--- config.mk ---
export PLATFORM = sky130hd
export DESIGN_NAME = mw_eeprom_reader
export DESIGN_NICKNAME = d
export VERILOG_FILES = /design/src/rtl/mw_rd_pkg.sv /design/src/rtl/mw_bit_timer.sv /design/src/rtl/mw_rx_capture.sv /design/src/rtl/mw_frame_seq.sv /design/src/rtl/mw_eeprom_reader.sv
export SDC_FILE = /design/constraint.sdc
export NUM_CORES = 1
export LEC_CHECK = 0
export ABC_CLOCK_PERIOD_IN_PS = 2400
export BUFFER_PORTS_ARGS = -buffer_cell sky130_fd_sc_hd__buf_2
export CAP_MARGIN = 10
export CORE_UTILIZATION = 55
export CTS_BUF_LIST = sky130_fd_sc_hd__clkbuf_4
export CTS_CLUSTER_DIAMETER = 120
export CTS_CLUSTER_SIZE = 28
export DETAILED_ROUTE_END_ITERATION = 16
export PLACE_DENSITY = 0.75
export SKIP_CTS_REPAIR_TIMING = 1
export SYNTH_ARGS = -nofsm -noshare
export SYNTH_HDL_FRONTEND = slang
export SYNTH_SLANG_ARGS = --single-unit
--- constraint.sdc ---
create_clock -name clk -period 2.4 [get_ports clk]
set_input_delay 0.12 -clock clk [delete_from_list [all_inputs] [get_ports clk]]
set_output_delay 0.12 -clock clk [all_outputs]
set_load 0.05 [all_outputs]
--- src/rtl/mw_rd_pkg.sv ---
// Shared definitions for the serial EEPROM word reader.
// Assumes a start bit followed by a two-bit read opcode, sent MSB first.
package mw_rd_pkg;
    typedef enum logic [1:0] {
        ST_IDLE  = 2'd0,
        ST_FRAME = 2'd1,
        ST_GAP   = 2'd2
    } mw_state_e;

    localparam int unsigned OPC_W      = 3;
    localparam logic [2:0]  RD_OPCODE  = 3'b110;
endpackage

--- src/rtl/mw_bit_timer.sv ---
// Slot phase counter and serial clock generator.
// Counts DIV system clocks per slot while run is high. The clock output is
// low for the first half of the slot and high for the second, and only
// while clk_en is high. Assumes DIV is even and at least 2.
module mw_bit_timer #(
    parameter int unsigned DIV = 8
) (
    input  logic clk,
    input  logic rst_n,
    input  logic run,
    input  logic clk_en,
    output logic ph_last,
    output logic sclk
);
    localparam int unsigned HALF = DIV / 2;
    localparam int unsigned PH_W = (DIV > 2) ? $clog2(DIV) : 1;

    logic [PH_W-1:0] ph_q;
    logic            sclk_q;

    assign ph_last = (ph_q == PH_W'(DIV - 1));
    assign sclk    = sclk_q;

    // Advance the phase and form the registered serial clock.
    always_ff @(posedge clk) begin
        if (!rst_n) begin
            ph_q   <= '0;
            sclk_q <= 1'b0;
        end else if (run) begin
            if (ph_last) begin
                ph_q   <= '0;
                sclk_q <= 1'b0;
            end else begin
                ph_q   <= ph_q + 1'b1;
                sclk_q <= clk_en && (ph_q >= PH_W'(HALF - 1));
            end
        end else begin
            ph_q   <= '0;
            sclk_q <= 1'b0;
        end
    end

    // the clock is high only inside an active slot.
    a_r7_sclk_only_running: assert property (@(posedge clk) disable iff (!rst_n)
        sclk |-> run);
    // the clock falls only at a slot boundary.
    a_r7_fall_at_boundary: assert property (@(posedge clk) disable iff (!rst_n)
        $fell(sclk) |-> (ph_q == '0));
endmodule

--- src/rtl/mw_rx_capture.sv ---
// Receive shifter for the serial data-in line.
// Shifts one bit per enabled cycle, MSB first. On load_en it moves the
// completed word, including the bit arriving that cycle, to the output,
// where it holds until the next load.
module mw_rx_capture #(
    parameter int unsigned DATA_W = 16
) (
    input  logic              clk,
    input  logic              rst_n,
    input  logic              shift_en,
    input  logic              load_en,
    input  logic              miso,
    output logic [DATA_W-1:0] word
);
    logic [DATA_W-1:0] sr_q;
    logic [DATA_W-1:0] word_q;

    assign word = word_q;

    // Collect incoming bits.
    always_ff @(posedge clk) begin
        if (!rst_n)        sr_q <= '0;
        else if (shift_en) sr_q <= {sr_q[DATA_W-2:0], miso};
    end

    // Publish the finished word.
    always_ff @(posedge clk) begin
        if (!rst_n)       word_q <= '0;
        else if (load_en) word_q <= {sr_q[DATA_W-2:0], miso};
    end

    // the final bit is always one of the sampled ones.
    a_r5_load_on_sample: assert property (@(posedge clk) disable iff (!rst_n)
        load_en |-> shift_en);
    // the word holds between loads.
    a_r10_word_holds: assert property (@(posedge clk) disable iff (!rst_n)
        !$past(load_en) && $past(rst_n) |-> $stable(word_q));
endmodule

--- src/rtl/mw_frame_seq.sv ---
// Frame sequencer: accepts a request, latches the address and its length,
// drives chip select and data-out per slot, marks the data slots for
// sampling, and holds a one-slot gap after the frame.
// Assumes ph_last marks the final system clock of each slot.
module mw_frame_seq
    import mw_rd_pkg::*;
#(
    parameter int unsigned ADDR_W   = 8,
    parameter int unsigned SHORT_AW = 6,
    parameter int unsigned DATA_W   = 16
) (
    input  logic              clk,
    input  logic              rst_n,
    input  logic              start,
    input  logic              dev_wide,
    input  logic [ADDR_W-1:0] word_addr,
    input  logic              ph_last,
    output logic              run,
    output logic              clk_en,
    output logic              cs,
    output logic              mosi,
    output logic              busy,
    output logic              done,
    output logic              shift_en,
    output logic              load_en
);
    localparam int unsigned TX_W      = OPC_W + ADDR_W;
    localparam int unsigned MAX_SLOTS = TX_W + 1 + DATA_W;
    localparam int unsigned SL_W      = $clog2(MAX_SLOTS);
    localparam int unsigned PAD_W     = ADDR_W - SHORT_AW;

    mw_state_e         state_q;
    logic [SL_W-1:0]   slot_q;
    logic [SL_W-1:0]   first_data_q;
    logic [SL_W-1:0]   last_slot_q;
    logic [TX_W-1:0]   tx_q;
    logic              cs_q;
    logic              mosi_q;
    logic              done_q;

    logic              accept;
    logic              slot_end;
    logic              final_slot;
    logic [ADDR_W-1:0] addr_aligned;
    logic [TX_W-1:0]   frame;
    logic [SL_W-1:0]   first_data_d;

    // Request acceptance, slot events and frame assembly.
    always_comb begin
        accept       = (state_q == ST_IDLE) && start;
        slot_end     = (state_q == ST_FRAME) && ph_last;
        final_slot   = slot_end && (slot_q == last_slot_q);
        addr_aligned = dev_wide ? word_addr
                                : {word_addr[SHORT_AW-1:0], {PAD_W{1'b0}}};
        frame        = {RD_OPCODE, addr_aligned};
        first_data_d = dev_wide ? SL_W'(TX_W + 1) : SL_W'(OPC_W + SHORT_AW + 1);
    end

    assign run      = (state_q != ST_IDLE);
    assign clk_en   = (state_q == ST_FRAME);
    assign busy     = run;
    assign cs       = cs_q;
    assign mosi     = mosi_q;
    assign done     = done_q;
    assign shift_en = slot_end && (slot_q >= first_data_q);
    assign load_en  = final_slot;

    // Top-level state: idle, frame, closing gap.
    always_ff @(posedge clk) begin
        if (!rst_n) state_q <= ST_IDLE;
        else begin
            case (state_q)
                ST_IDLE:  if (accept)     state_q <= ST_FRAME;
                ST_FRAME: if (final_slot) state_q <= ST_GAP;
                ST_GAP:   if (ph_last)    state_q <= ST_IDLE;
                default:                  state_q <= ST_IDLE;
            endcase
        end
    end

    // Slot index and the slot limits latched for this read.
    always_ff @(posedge clk) begin
        if (!rst_n) begin
            slot_q       <= '0;
            first_data_q <= '0;
            last_slot_q  <= '0;
        end else if (accept) begin
            slot_q       <= '0;
            first_data_q <= first_data_d;
            last_slot_q  <= first_data_d + SL_W'(DATA_W - 1);
        end else if (slot_end) begin
            slot_q       <= slot_q + 1'b1;
        end
    end

    // Outgoing bit stream: opcode and address, then zeros.
    always_ff @(posedge clk) begin
        if (!rst_n) begin
            tx_q   <= '0;
            mosi_q <= 1'b0;
        end else if (accept) begin
            mosi_q <= frame[TX_W-1];
            tx_q   <= frame << 1;
        end else if (slot_end) begin
            mosi_q <= final_slot ? 1'b0 : tx_q[TX_W-1];
            tx_q   <= tx_q << 1;
        end
    end

    // Chip select and completion pulse.
    always_ff @(posedge clk) begin
        if (!rst_n) begin
            cs_q   <= 1'b0;
            done_q <= 1'b0;
        end else begin
            if (accept)          cs_q <= 1'b1;
            else if (final_slot) cs_q <= 1'b0;
            done_q <= final_slot;
        end
    end

    // data-out stays low from the dummy slot onward.
    a_r6_mosi_low_late: assert property (@(posedge clk) disable iff (!rst_n)
        cs_q && (slot_q + 1'b1 >= first_data_q) |-> !mosi_q);
    // chip select implies busy.
    a_r8_cs_in_busy: assert property (@(posedge clk) disable iff (!rst_n)
        cs_q |-> busy);
    // a frame in progress is never restarted.
    a_r9_no_restart: assert property (@(posedge clk) disable iff (!rst_n)
        (state_q == ST_FRAME) && !slot_end |=> $stable(slot_q));
endmodule

--- src/rtl/mw_eeprom_reader.sv ---
// Top level of the serial EEPROM word reader. Connects the slot timer,
// the frame sequencer and the receive shifter.
// Assumes SCLK_DIV is even and at least 2, and SHORT_AW < ADDR_W.
module mw_eeprom_reader #(
    parameter int unsigned SCLK_DIV = 8,
    parameter int unsigned ADDR_W   = 8,
    parameter int unsigned SHORT_AW = 6,
    parameter int unsigned DATA_W   = 16
) (
    input  logic              clk,
    input  logic              rst_n,
    input  logic              start,
    input  logic              dev_wide,
    input  logic [ADDR_W-1:0] word_addr,
    output logic              busy,
    output logic              done,
    output logic [DATA_W-1:0] rd_data,
    output logic              ee_cs,
    output logic              ee_sclk,
    output logic              ee_mosi,
    input  logic              ee_miso
);
    logic run;
    logic clk_en;
    logic ph_last;
    logic shift_en;
    logic load_en;

    mw_bit_timer #(.DIV(SCLK_DIV)) u_timer (
        .clk     (clk),
        .rst_n   (rst_n),
        .run     (run),
        .clk_en  (clk_en),
        .ph_last (ph_last),
        .sclk    (ee_sclk)
    );

    mw_frame_seq #(
        .ADDR_W   (ADDR_W),
        .SHORT_AW (SHORT_AW),
        .DATA_W   (DATA_W)
    ) u_seq (
        .clk       (clk),
        .rst_n     (rst_n),
        .start     (start),
        .dev_wide  (dev_wide),
        .word_addr (word_addr),
        .ph_last   (ph_last),
        .run       (run),
        .clk_en    (clk_en),
        .cs        (ee_cs),
        .mosi      (ee_mosi),
        .busy      (busy),
        .done      (done),
        .shift_en  (shift_en),
        .load_en   (load_en)
    );

    mw_rx_capture #(.DATA_W(DATA_W)) u_rx (
        .clk      (clk),
        .rst_n    (rst_n),
        .shift_en (shift_en),
        .load_en  (load_en),
        .miso     (ee_miso),
        .word     (rd_data)
    );

    // data-out holds while the serial clock is high.
    a_r6_mosi_stable_high: assert property (@(posedge clk) disable iff (!rst_n)
        ee_sclk && $past(ee_sclk) |-> $stable(ee_mosi));
    // no serial clock without chip select.
    a_r8_sclk_needs_cs: assert property (@(posedge clk) disable iff (!rst_n)
        ee_sclk |-> ee_cs);
    // done lasts one cycle.
    a_r10_done_single: assert property (@(posedge clk) disable iff (!rst_n)
        done |=> !done);
    // done coincides with the fall of chip select.
    a_r10_done_at_cs_fall: assert property (@(posedge clk) disable iff (!rst_n)
        done |-> !ee_cs && $past(ee_cs));
endmodule

==> metrics.txt <==
die area ~5400 sq um; fin nets 364; Pre-antenna DRT Iters 4; worst setup path startpoint u_timer.ph_q[0]; Worst Slack Setup Final 0.434 ns; Reg2Reg Capture Point u_seq.tx_q[3]; Placed Cells 400; area of the multi-input gates approximately 1500 sq um; Syn. warnings 0; Num Clock Sinks a little under 60; slowest CP cell and3b_1; Tot Pwr between 1.5 and 2 mW; post-synth cell types 43; Die Span Y 73.5 microns; clock root buffer clkbuf_4; Max-slew headroom ~42%; total gr overflow 0; Row Count 25; Ports 34; CP Class flop to flop; Syn Nets about 340; DRC violations left 0; post-synthesis register bit count 58; sequential fraction of the synthesis area about 41%; most frequent cells in the layout dfxtp_1, nand2_1, buf_2; Initial Util about three fifths; startpoint types flop; Peak Freq 509 MHz; routed wire length around 5300 microns; H-tree depth 3; Avg WL per Cell between 10 and 15 microns; crit-path max cell delay around 0.55 ns; minimum clock period a little under 2 ns; CP endpoint u_seq.tx_q[3]; Syn-to-layout area delta 10.0%; Post-synth EDFFs 0; DP Wirelength about 3400 microns; CP most frequent cell ha_1; Worst IR Drop VDD about 350 uV; clock latency on the worst-skew pair roughly 0.4 ns; Setup violations, final 0; Hold WC Path Type input pin to flop; commonest non-fill, non-tap cell in the layout dfxtp_1; Clock Path Buffers 2; vias in the first global route 2080; antenna cell count 0; Leakage approximately 1.2 nW; Top FF cell, synth dfxtp_1; initial antenna violation count 0; Async S/R FF share, synth 0%; status completed; data arrival time of the worst path ~2.3 ns; initial DRC count between 150 and 200; sequential standard cell area between 1000 and 1500 sq um; CTS tree done; Post-Syn Instances 321; Vias approximately 2300; clock slew at reported path FFs about 0.1 ns; R2R cell count 6; largest net degree at the start of global routing 53; final slew viol count 0; Post-Place Setup Slack roughly 0.44 ns; Slew @ Worst Pin 0.865 ns; post-route clock period utilization around four fifths; GPL Wtd Cong between 0.7 and 0.8; DIE WIDTH roughly 74 microns; fraction of layout cells with a size suffix above 1 between 10% and 20%; overall routing resource usage about 22%; Fillers 460; Buffers on Ports 33; max-cap violations 0; TNS Setup 0 ns; Non-Filler Instances approximately 420; via/cell ratio roughly 5.5; setup slack, reg-to-reg between 0.4 and 0.5 ns; clock skew ~0.012 ns; PwrDens between 500 and 600 nW/um^2; Worst setup EP type flop; first-pass GRT wire length around 9300 microns; final number of hold-violating endpoints 0; CP cell instances ha_1 > ha_1 > and3b_1 > nor2_2 > a221oi_1 > nor2b_1; RSZ-0062 raised after global routing false; Fin Hold WS 0.0174 ns; WP data required 2.69 ns; Num CTS Buffers 9; Netlist Area Pre-Place about 2800 sq um; Core Region a little under 5000 sq um; Avg Cell Area, Syn 8.76 sq um; post-route ant nets 0; crit-path max FO 14; worst r2r src u_timer.ph_q[0]
==> metrics by stage <==
step	util [%]	area, sq um
3_5_place_dp	62.1	2990
2_1_floorplan	-	2810
4_1_cts	64.2	3090
6_report	64.2	3090
5_1_grt	64.2	3090
3_3_place_gp	62.1	2990
==> cell families after synthesis <==
family                     count (synthesis)  synth area share [%]
adders and majority gates                  7                  3.11
buffers and inverters                     36                  5.92
muxes                                     22                  7.83
and+or+nand+nor                          140                  26.5
xor gates and xnor gates                   5                  1.56
AOI/OAI and AO/OA                         53                  13.8
DFF                                       58                  41.3
==> cell type report <==
class / instances / area share [%]
Tap cell: 67 / 2.71
Timing Repair Buffer: 40 / 7.44
Clock buffer: 11 / 2.67
Multi-Input combinational cell: 227 / 48.0
Inverter: 8 / 0.970
Clock inverter: 5 / 0.687
Sequential cell: 58 / 37.5
==> Yosys cell counts (all sizes together), types with 3 or more instances <==
cell,count,area share (%)
a211o,15,4.7
a21oi,4,0.71
a221oi,4,1.5
a31oi,15,3.3
and3,3,0.67
buf,12,2.7
clkbuf,16,2.1
dfxtp,58,41
ha,7,3.1
inv,8,1.1
mux2i,22,7.8
nand2,53,7.1
nand3,20,3.6
nand4b,15,4.7
nor2,14,2.0
nor2b,5,1.1
nor3,18,3.2
o21ai,7,1.2
xor2,3,0.93
==> metal layers <==
| metal | GRT usage, % | up-vias | wire length, microns |
|---|---|---|---|
| met1 | 30.1 | 1051 | 2800 |
| met4 | 12.8 | 0 | 119 |
| li1 | - | 1201 | - |
| met5 | 0 | - | 0 |
| met3 | 4.66 | 13 | 173 |
| met2 | 33.1 | 42 | 2230 |
==> critical path: cells and delay by family (launching register included) <==
family                   cells  cell delay (ns)
AO/OA/AOI/OAI                1             0.28
AND/OR/NAND/NOR              3             0.77
adder cells (fa/ha/maj)      2             0.45
flip-flops                   1             0.36
==> how the worst min path moves through the flow <==
stage                             from       endpoint  cells past startpoint
after CTS                      ee_miso   u_rx.word[0]                      3
after global placement    word_addr[0]  u_seq.tx_q[1]                      3
after floorplan                ee_miso   u_rx.word[0]                      2
after global routing           ee_miso   u_rx.word[0]                      3
after detailed placement       ee_miso   u_rx.word[0]                      3
final                          ee_miso   u_rx.word[0]                      3
==> report_power, final <==
group / switching, mW / total (mW) / internal, mW
registers: 0.0179 / 1.00 / 0.985
logic: 0.105 / 0.161 / 0.0556
clock network: 0.344 / 0.567 / 0.223
==> state kept, by name, indices dropped and copies added, names as in the netlist, 2 cells and up <==
signal / flops
u_seq.last_slot_q: 2
u_seq.state_q: 2
u_seq.slot_q: 5
u_seq.tx_q: 10
u_rx.sr_q: 15
u_timer.ph_q: 3
u_rx.word: 16
Note: power is estimated with default switching activity, not from simulation.
